## src/rtl/bmc_tx_pkg.sv

```systemverilog
package bmc_tx_pkg;
  localparam int SUB_SLOTS = 32;
  localparam int SYNC_SLOTS = 4;
  localparam int FLAG_SLOTS = 4;
  localparam logic [7:0] SYNC_BLOCK = 8'b1110_1000;
  localparam logic [7:0] SYNC_LEFT  = 8'b1110_0010;
  localparam logic [7:0] SYNC_RIGHT = 8'b1110_0100;

  typedef struct packed {
    logic v;
    logic u;
    logic c;
  } sub_flags_t;
endpackage

```

## src/rtl/tx_timebase.sv

```systemverilog
module tx_timebase #(
  parameter int FRAMES = 192,
  parameter int POS_W  = 7,
  localparam int FR_W  = $clog2(FRAMES)
) (
  input  logic            clk,
  input  logic            rst,
  input  logic            tick,
  output logic [POS_W-1:0] hpos,
  output logic [FR_W-1:0]  frame,
  output logic             frame_start
);
  logic pos_last;
  assign pos_last    = (hpos == '1);
  assign frame_start = tick && (hpos == '0);

  always_ff @(posedge clk) begin
    if (rst) begin
      hpos  <= '0;
      frame <= '0;
    end else if (tick) begin
      hpos <= hpos + 1'b1;
      if (pos_last)
        frame <= (frame == FR_W'(FRAMES-1)) ? '0 : frame + 1'b1;
    end
  end

  AST_FRAME_WRAP: assert property (@(posedge clk) disable iff (rst)
    tick && pos_last && frame == FR_W'(FRAMES-1) |=> frame == '0);
  AST_FRAME_HOLD: assert property (@(posedge clk) disable iff (rst)
    !(tick && pos_last) |=> $stable(frame));
endmodule

```

## src/rtl/tx_slot_source.sv

```systemverilog
module tx_slot_source
  import bmc_tx_pkg::*;
#(
  parameter int SAMPLE_W = 16,
  parameter int FR_W     = 8,
  localparam int PCM_FIRST = SUB_SLOTS - FLAG_SLOTS - SAMPLE_W,
  localparam int IDX_W     = $clog2(SAMPLE_W)
) (
  input  logic                clk,
  input  logic                rst,
  input  logic                frame_start,
  input  logic [FR_W-1:0]     frame,
  input  logic [5:0]          slot_pos,
  input  logic                pcm_valid,
  input  logic [SAMPLE_W-1:0] pcm_l,
  input  logic [SAMPLE_W-1:0] pcm_r,
  input  sub_flags_t          flags_l,
  input  sub_flags_t          flags_r,
  output logic                take,
  output logic                slot_bit,
  output logic [7:0]          sync_pat
);
  logic [SAMPLE_W-1:0] held_l, held_r, pcm_sel;
  sub_flags_t          fl_l, fl_r, fl_sel;
  logic [4:0]          slot;
  logic [IDX_W-1:0]    idx;
  logic                right_half;

  assign right_half = slot_pos[5];
  assign slot       = slot_pos[4:0];
  assign pcm_sel    = right_half ? held_r : held_l;
  assign fl_sel     = right_half ? fl_r : fl_l;
  assign idx        = IDX_W'(slot - 5'(PCM_FIRST));

  always_ff @(posedge clk) begin
    if (rst) begin
      held_l <= '0;
      held_r <= '0;
      fl_l   <= '0;
      fl_r   <= '0;
      take   <= 1'b0;
    end else begin
      take <= frame_start && pcm_valid;
      if (frame_start) begin
        held_l <= pcm_valid ? pcm_l : '0;
        held_r <= pcm_valid ? pcm_r : '0;
        fl_l   <= '{v: pcm_valid ? flags_l.v : 1'b1, u: flags_l.u, c: flags_l.c};
        fl_r   <= '{v: pcm_valid ? flags_r.v : 1'b1, u: flags_r.u, c: flags_r.c};
      end
    end
  end

  always_comb begin
    if (slot < 5'(PCM_FIRST))                  slot_bit = 1'b0;
    else if (slot < 5'(SUB_SLOTS - FLAG_SLOTS)) slot_bit = pcm_sel[idx];
    else begin
      case (slot[1:0])
        2'd0:    slot_bit = fl_sel.v;
        2'd1:    slot_bit = fl_sel.u;
        2'd2:    slot_bit = fl_sel.c;
        default: slot_bit = ^{pcm_sel, fl_sel};
      endcase
    end
  end

  assign sync_pat = right_half ? SYNC_RIGHT : ((frame == '0) ? SYNC_BLOCK : SYNC_LEFT);

  AST_TAKE_SINGLE: assert property (@(posedge clk) disable iff (rst)
    take |=> !take);
  AST_SILENT_FRAME: assert property (@(posedge clk) disable iff (rst)
    frame_start && !pcm_valid |=> fl_l.v && fl_r.v && held_l == '0 && held_r == '0);
endmodule

```

## src/rtl/tx_bmc_line.sv

```systemverilog
module tx_bmc_line (
  input  logic       clk,
  input  logic       rst,
  input  logic       tick,
  input  logic [5:0] sub_pos,
  input  logic       slot_bit,
  input  logic [7:0] sync_pat,
  output logic       line
);
  logic       pol_q, in_sync, pol_use, lvl_nxt;
  logic [2:0] k;

  assign in_sync = (sub_pos[5:3] == 3'd0);
  assign k       = sub_pos[2:0];
  assign pol_use = (k == 3'd0) ? line : pol_q;

  always_comb begin
    if (in_sync)          lvl_nxt = sync_pat[3'd7 - k] ^ pol_use;
    else if (!sub_pos[0]) lvl_nxt = ~line;
    else                  lvl_nxt = line ^ slot_bit;
  end

  always_ff @(posedge clk) begin
    if (rst) begin
      line  <= 1'b0;
      pol_q <= 1'b0;
    end else if (tick) begin
      line <= lvl_nxt;
      if (in_sync && k == 3'd0) pol_q <= line;
    end
  end

  AST_LINE_STEADY: assert property (@(posedge clk) disable iff (rst)
    !tick |=> $stable(line));
  AST_SLOT_EDGE: assert property (@(posedge clk) disable iff (rst)
    tick && !in_sync && !sub_pos[0] |=> line != $past(line));
  AST_SYNC_LEVEL: assert property (@(posedge clk) disable iff (rst)
    tick && in_sync && k == 3'd0 |-> line == pol_q);
endmodule

```

## src/rtl/bmc_audio_tx.sv

```systemverilog
module bmc_audio_tx
  import bmc_tx_pkg::*;
#(
  parameter int SAMPLE_W = 16,
  parameter int FRAMES   = 192,
  localparam int FR_W    = $clog2(FRAMES),
  localparam int POS_W   = $clog2(2 * 2 * SUB_SLOTS)
) (
  input  logic                clk,
  input  logic                rst,
  input  logic                cell_tick,
  input  logic [SAMPLE_W-1:0] pcm_left,
  input  logic [SAMPLE_W-1:0] pcm_right,
  input  logic                pcm_valid,
  output logic                pcm_take,
  input  logic                val_left,
  input  logic                val_right,
  input  logic                usr_left,
  input  logic                usr_right,
  input  logic                cs_left,
  input  logic                cs_right,
  output logic [FR_W-1:0]     frame_num,
  output logic                line_out
);
  logic [POS_W-1:0] hpos;
  logic             frame_start, slot_bit;
  logic [7:0]       sync_pat;
  sub_flags_t       flags_l, flags_r;

  assign flags_l = '{v: val_left,  u: usr_left,  c: cs_left};
  assign flags_r = '{v: val_right, u: usr_right, c: cs_right};

  tx_timebase #(.FRAMES(FRAMES), .POS_W(POS_W)) u_time (
    .clk(clk), .rst(rst), .tick(cell_tick),
    .hpos(hpos), .frame(frame_num), .frame_start(frame_start)
  );

  tx_slot_source #(.SAMPLE_W(SAMPLE_W), .FR_W(FR_W)) u_src (
    .clk(clk), .rst(rst), .frame_start(frame_start), .frame(frame_num),
    .slot_pos(hpos[POS_W-1:1]), .pcm_valid(pcm_valid),
    .pcm_l(pcm_left), .pcm_r(pcm_right), .flags_l(flags_l), .flags_r(flags_r),
    .take(pcm_take), .slot_bit(slot_bit), .sync_pat(sync_pat)
  );

  tx_bmc_line u_line (
    .clk(clk), .rst(rst), .tick(cell_tick), .sub_pos(hpos[5:0]),
    .slot_bit(slot_bit), .sync_pat(sync_pat), .line(line_out)
  );
endmodule

```

## config.mk

```make
export PLATFORM = sky130hd
export DESIGN_NAME = bmc_audio_tx
export DESIGN_NICKNAME = d
export VERILOG_FILES = /design/src/rtl/bmc_tx_pkg.sv /design/src/rtl/tx_timebase.sv /design/src/rtl/tx_slot_source.sv /design/src/rtl/tx_bmc_line.sv /design/src/rtl/bmc_audio_tx.sv
export SDC_FILE = /design/constraint.sdc
export NUM_CORES = 1
export LEC_CHECK = 0
export BUFFER_PORTS_ARGS = -buffer_cell sky130_fd_sc_hd__buf_4
export CAP_MARGIN = 15
export CORE_ASPECT_RATIO = 0.9
export CORE_MARGIN = 2
export CORE_UTILIZATION = 55
export DETAILED_ROUTE_END_ITERATION = 8
export GPL_TIMING_DRIVEN = 0
export PLACE_DENSITY = 0.83
export SKIP_CTS_REPAIR_TIMING = 1
export SYNTH_ARGS = -nofsm -noshare
export SYNTH_HDL_FRONTEND = slang
export SYNTH_SLANG_ARGS = --single-unit
```

## constraint.sdc

```tcl
create_clock -name clk -period 3 [get_ports clk]
set_input_delay 0.15 -clock clk [delete_from_list [all_inputs] [get_ports clk]]
set_output_delay 0.15 -clock clk [all_outputs]
set_load 0.03 [all_outputs]
```

# Word level (Yosys, flattened, before mapping)
# Cells that the tools add are included.
word_totals:
  register_bits: 56
  input_bits: 42
  out_inout_bits: 10
  wordCells: 58
op_classes:
  addsub: 4
  order_cmp: 4
  eq_ne: 4
  muxes: 19
  bitwise_logic: 3
  n_reduce_logical: 11
op_table:
  columns: ["operator", "count"]
  rows:
  - ["16-bit two-way mux", 3]
  - ["19-bit parity", 1]
  - ["8-bit two-way mux", 2]
  - ["1-bit two-way mux", 9]
  - ["8-bit by 1-bit adder with 8-bit output, second input constant", 1]
  - ["8-bit == test, second input constant", 1]
  - ["8-bit zero test", 1]
  - ["7-bit by 1-bit adder with 7-bit output, second input constant", 1]
  - ["7-bit == test, second input constant", 1]
  - ["7-bit zero test", 1]
  - ["3-bit zero test", 2]
  - ["4-bit by 5-bit < comparator with 1-bit output, second input constant", 1]
  - ["5-bit by 4-bit < comparator with 1-bit output, second input constant", 1]
  - ["5-bit < comparator, second input constant", 1]
  - ["1-bit binary-select mux with 4-bit select", 1]
  - ["3-bit by 4-bit < comparator with 1-bit output, second input constant", 1]
  - ["4-bit two-way mux", 1]
  - ["2-bit AND reduction", 2]
  - ["4-bit subtractor, second input constant", 1]
  - ["1-bit binary-select mux with 3-bit select", 1]
  - ["1-bit logical AND", 3]
  - ["3-bit two-way mux", 1]
  - ["1-bit one-hot mux with 3 select lines", 1]
  - ["3-bit subtractor, first input constant", 1]
  - ["other kinds (5)", 6]

# Logic depth before layout (Yosys ltp)
depth:
  depth_word: 8
  depth_mapped: 10
  depth_no_buf: 9

# Cells and area by module
# Synthesis repeated with hierarchy kept, for this count alone.
unflattened:
  hier_cells: 293
  area_unflattened_um2: 2969.1
by_module_without_submodules:
  columns: ["mod", "instances", "cells_per_inst", "area_each_um2", "seq_area_each_um2"]
  rows:
  - ["tx_slot_source", 1, 186, 1988.2, 780.7]
  - ["tx_timebase", 1, 86, 760.7, 300.3]
  - ["tx_bmc_line", 1, 21, 220.2, 40.0]

# Worst setup path after synthesis
# OpenSTA, ideal clock, no wires.
synth_timing:
  path_type: "reg-to-reg"
  startpoint: "register u_time.frame[0]"
  endpoint: "register u_line.line"
  setup_time_ns: 0.122
  t_arrival_ns: 2.434
  required_ns: 2.878
  setup_slack_ns: 0.444
  stages_incl_launch_ff: 10
  path_buffers: 0
  period_less_slack_ns: 2.556
  path_cell_list: "dfxtp_1 -> inv_1 -> ha_1 -> or4b_1 -> or3_1 -> a211oi_2 -> nor3_1 -> o311ai_0 -> a21oi_1 -> a311o_1"
synth_between:
  elab_chain_len: 7
synth_rtl:
  columns: ["item", "line", "text"]
  rows:
  - ["start: declaration", "tx_timebase.sv:10", "output logic [FR_W-1:0] frame,"]
  - ["start signal: assignment", "tx_timebase.sv:24", "frame <= (frame == FR_W'(FRAMES-1)) ? '0 : frame + 1'b1;"]
  - ["8-bit zero test", "tx_slot_source.sv:66", "assign sync_pat = right_half ? SYNC_RIGHT : ((frame == '0) ? SYNC_BLOCK : SYNC_LEFT);"]
  - ["4-bit two-way mux", "tx_slot_source.sv:66", null]
  - ["8-bit two-way mux", "tx_slot_source.sv:66", null]
  - ["1-bit binary-select mux with 3-bit select", "tx_bmc_line.sv:18", "if (in_sync) lvl_nxt = sync_pat[3'd7 - k] ^ pol_use;"]
  - ["1-bit two-way mux (implied by the code)", "tx_bmc_line.sv:18", null]
  - ["1-bit XOR", "tx_bmc_line.sv:18", null]
  - ["1-bit two-way mux", "tx_bmc_line.sv:18", null]
  - ["end signal: assignment", "tx_bmc_line.sv:28", "line <= lvl_nxt;"]
  - ["end: declaration", "tx_bmc_line.sv:8", "output logic line"]
# Every way passes these cells. The select of a mux whose other input is x is not followed.
# A chain may end at the register's enable or synchronous reset.

# Worst setup path in the final report
layout_timing:
  startpoint: "register u_time.hpos[1]"
  endpoint: "register u_src.held_l[15]"
layout_between:
  elab_chain_len: 2
layout_rtl:
  columns: ["item", "line", "text"]
  rows:
  - ["start: declaration", "tx_timebase.sv:9", "output logic [POS_W-1:0] hpos,"]
  - ["start signal: assignment", "tx_timebase.sv:22", "hpos <= hpos + 1'b1;"]
  - ["7-bit zero test", "tx_timebase.sv:15", "assign frame_start = tick && (hpos == '0);"]
  - ["1-bit logical AND", "tx_timebase.sv:15", null]
  - ["end signal: assignment", "tx_slot_source.sv:45", "held_l <= pcm_valid ? pcm_l : '0;"]
  - ["end: declaration", "tx_slot_source.sv:23", "logic [SAMPLE_W-1:0] held_l, held_r, pcm_sel;"]
# Every way passes these cells.

==> impl_summary.log <==
INFO  metric outcome = finished, final reports clean
INFO  metric synth_cells = 281
INFO  metric pin_count = 52
INFO  metric critical_path.max_fanout = 10
INFO  metric grt_first_pass_wirelength = 10480 um
INFO  metric clk_transition_reported_paths = 0.10 ns
INFO  metric worstSkewPairLatency = 0.31 ns
INFO  metric worst_hold_path_type = in2reg
INFO  metric arrival = 3.01 ns
INFO  metric ys_seq_elements = 56
INFO  metric drc_viols = 0
INFO  metric track_usage = 23.05%
INFO  metric area.growth.synth_to_final = 19.55%
INFO  metric synth.lib_cells_used.distinct = 43
INFO  metric tightest_slew = 0.4797 ns
INFO  metric share_of_the_yosys_chip_area_belonging_to_registers = 39.28%
INFO  metric timing.rr.start = u_time.hpos[1]
INFO  metric htreeDepth = 2
INFO  metric critPathTopFamily = buffers and inverters
INFO  metric fin_area = 0.003412 mm2
INFO  metric viasPerCell = 5.644
INFO  metric most_used_cells_in_the_layout_excluding_fill_and_tap_cells = dfxtp_1, buf_4, a22o_1
INFO  metric report.power.total = 0.001500 W
INFO  metric antenna_left = 0
INFO  metric synth.avg_cell_area = 10.16 um2
INFO  metric crit_chain = clkbuf_1 -> inv_1 -> ha_1 -> nand3_1 -> nand4b_1 -> buf_2 -> nor2b_1 -> clkbuf_1 -> clkbuf_1 -> a22o_1
INFO  metric hold_start = pcm_right[1]
INFO  metric fp-row-count = 24
INFO  metric layout.cells.non_filler = 404
INFO  metric synth.top_cell.area_share = 39.28%
INFO  metric crit_path_start = u_time.hpos[1]
INFO  metric number_of_clock_buffers_inserted_by_tritoncts = 5
INFO  metric post_dp_cell_area = 0.003311 mm2
INFO  metric setup_repair_after_global_routing_missed_its_margin = false
INFO  metric slew_headroom = 68.02%
INFO  metric drtIter0Drc = 128
INFO  metric cp.required = 3.26 ns
INFO  metric die_area = 0.005782 mm2
INFO  metric wire_per_inst = 15.42 um
INFO  metric final_max_slew_viol_count = 0
INFO  metric grt_util_met3 = 4.602%
INFO  metric fraction_of_layout_instances_using_a_drive_strength_above_1 = 22.42%
INFO  metric synth.area.top_cells = dfxtp_1, a22o_1, xor2_1
INFO  metric global_route.overflow_total = 0
INFO  metric drt_pre_antenna_iters = 4
INFO  metric cellLeakagePower = 1.479 nW
INFO  metric nNetsFinal = 386
INFO  metric biggest_area_consumer_among_synthesized_cells = dfxtp_1
INFO  metric antenna_found_initial = 0
INFO  metric cts_tree = built
INFO  metric ff2ff_setup_slack = 0.25 ns
INFO  metric busiest_layer = met2
INFO  metric crit_slowest_cell = clkbuf_1
INFO  metric route.vias.total = 2280
INFO  metric setup.worst_path.start_class = flop
INFO  metric worst-path-buf-inv = 5
INFO  metric critical_path.max_stage_delay = 0.39 ns
INFO  metric maxCapViolCount = 0
INFO  metric cellPowerDensity = 439.7 mW/mm2
INFO  metric cts_sinks = 56
INFO  metric crit_path_frequent_cell = clkbuf_1
INFO  metric max_freq = 363.3 MHz
INFO  metric antenna_cells_inserted = 0
INFO  metric fp.coreArea = 0.004925 mm2
INFO  metric grt_pass1_vias = 2275
INFO  metric place.gp.congestion = 0.8806
INFO  metric finalSetupViolCount = 0
INFO  metric use_met1 = 29.45%
INFO  metric finalCritPeriodShare = 91.75%
INFO  metric path_class = reg2reg
INFO  metric buffer_depth_of_the_longest_clock_path = 2
INFO  metric place.port_buffers = 50
INFO  metric grt.met2_usage = 38.52%
INFO  metric worstSetupEndpointType = flop
INFO  metric placed_cells = 396
INFO  metric final_period_minus_worst_setup_slack = 2.753 ns
INFO  metric yosys_warnings = 0
INFO  metric die_width = 79.93 um
INFO  metric tns = 0 ns
INFO  metric floorplan.initialDensity = 57.95%
INFO  metric synth.cell_area = 0.002854 mm2
INFO  metric clock-root-buffer = clkbuf_8
INFO  metric layout.cells.most_common = dfxtp_1
INFO  metric fp.dieH = 72.34 um
INFO  metric grt_start_max_net_pins = 17
INFO  metric route.final.wire_length = 6231 um
INFO  metric timing.clock.skew = 0.009608 ns
INFO  metric final_hold_viol_count = 0
INFO  metric hpwl = 4796 um
INFO  metric peakVddDrop = 0.3082 mV
INFO  metric final_core_util = 69.28%
INFO  metric mappedNetlistNets = 329
==> per-stage QoR <==
stage / hold WS [ns] / setup slack (ns)
3_3_place_gp: 0.3593 / 0.1950
2_1_floorplan: 0.2755 / 0.4436
4_1_cts: 0.03527 / 0.06208
6_report: 0.03955 / 0.2475
3_5_place_dp: 0.3616 / 0.1038
5_1_grt: 0.02723 / 0.01710
==> cells in the mapped netlist, drive strengths merged <==
cell type   n
a2111oi     1
a211o       1
a211oi      2
a21o        1
a21oi      12
a22o       32
a311o       2
a31oi       1
and2        2
and3        3
and4        1
buf         7
clkbuf      9
dfxtp      56
ha          6
inv        12
mux2i      17
mux4        9
nand2      13
nand2b      1
nand3       5
nand4       5
nand4b      1
nand4bb     1
nor2       21
nor2b       3
nor3        4
nor3b       2
nor4bb      1
o21a        1
o21ai       6
o311ai      1
or3         4
or4         1
or4b        1
xnor2      15
xnor3       1
xor2       20
==> sequential cells by signal, summed over array words and instances (netlist names) <==
register      count
u_src.held_l     16
u_time.frame      8
u_time.hpos       7
u_src.fl_l        3
u_line.line       1
u_src.take        1
u_src.held_r     16
u_src.fl_r        3
u_line.pol_q      1
==> logic make-up after synthesis <==
logic type               after synthesis  share of synthesized area, %
adder cells (fa/ha/maj)                6                         2.630
buffers and inverters                 28                         4.252
AND/OR/NAND/NOR                       69                         12.54
flip-flops                            56                         39.28
XOR/XNOR                              36                         11.53
multiplexers                          26                         13.46
AO/OA/AOI/OAI                         60                         16.31
==> final timing paths <==
kind | end | cells past startpoint
min | u_src.held_r[1] | 2
max | u_src.held_l[15] | 10
max reg2reg | u_src.held_l[15] | 10
min reg2reg | u_src.fl_l[0] | 2
==> power breakdown <==
part / leakage, nW / switching (W) / internal (W)
clock: 0.0445 / 0.000245 / 0.000188
combinational: 0.979 / 0.000117 / 0.000139
sequential: 0.455 / 0.0000336 / 0.000777
==> layer usage <==
layer	share of wire, %	vias to the layer above
met1	45	1072
met5	0	-
met4	1.9	0
li1	-	1135
met2	48	61
met3	4.9	12
==> final cells by class <==
cell class,instances,area (um2)
plain buffers,16,78.83
clock buffers,7,86.33
repair buffers,50,375.4
fillers,384,1513
multi-input cells,197,1617
flip-flops and latches,56,1121
inverters,12,45.04
clock inverters,1,7.507
well taps,65,81.33
Note: power is estimated with default switching activity, not from simulation.
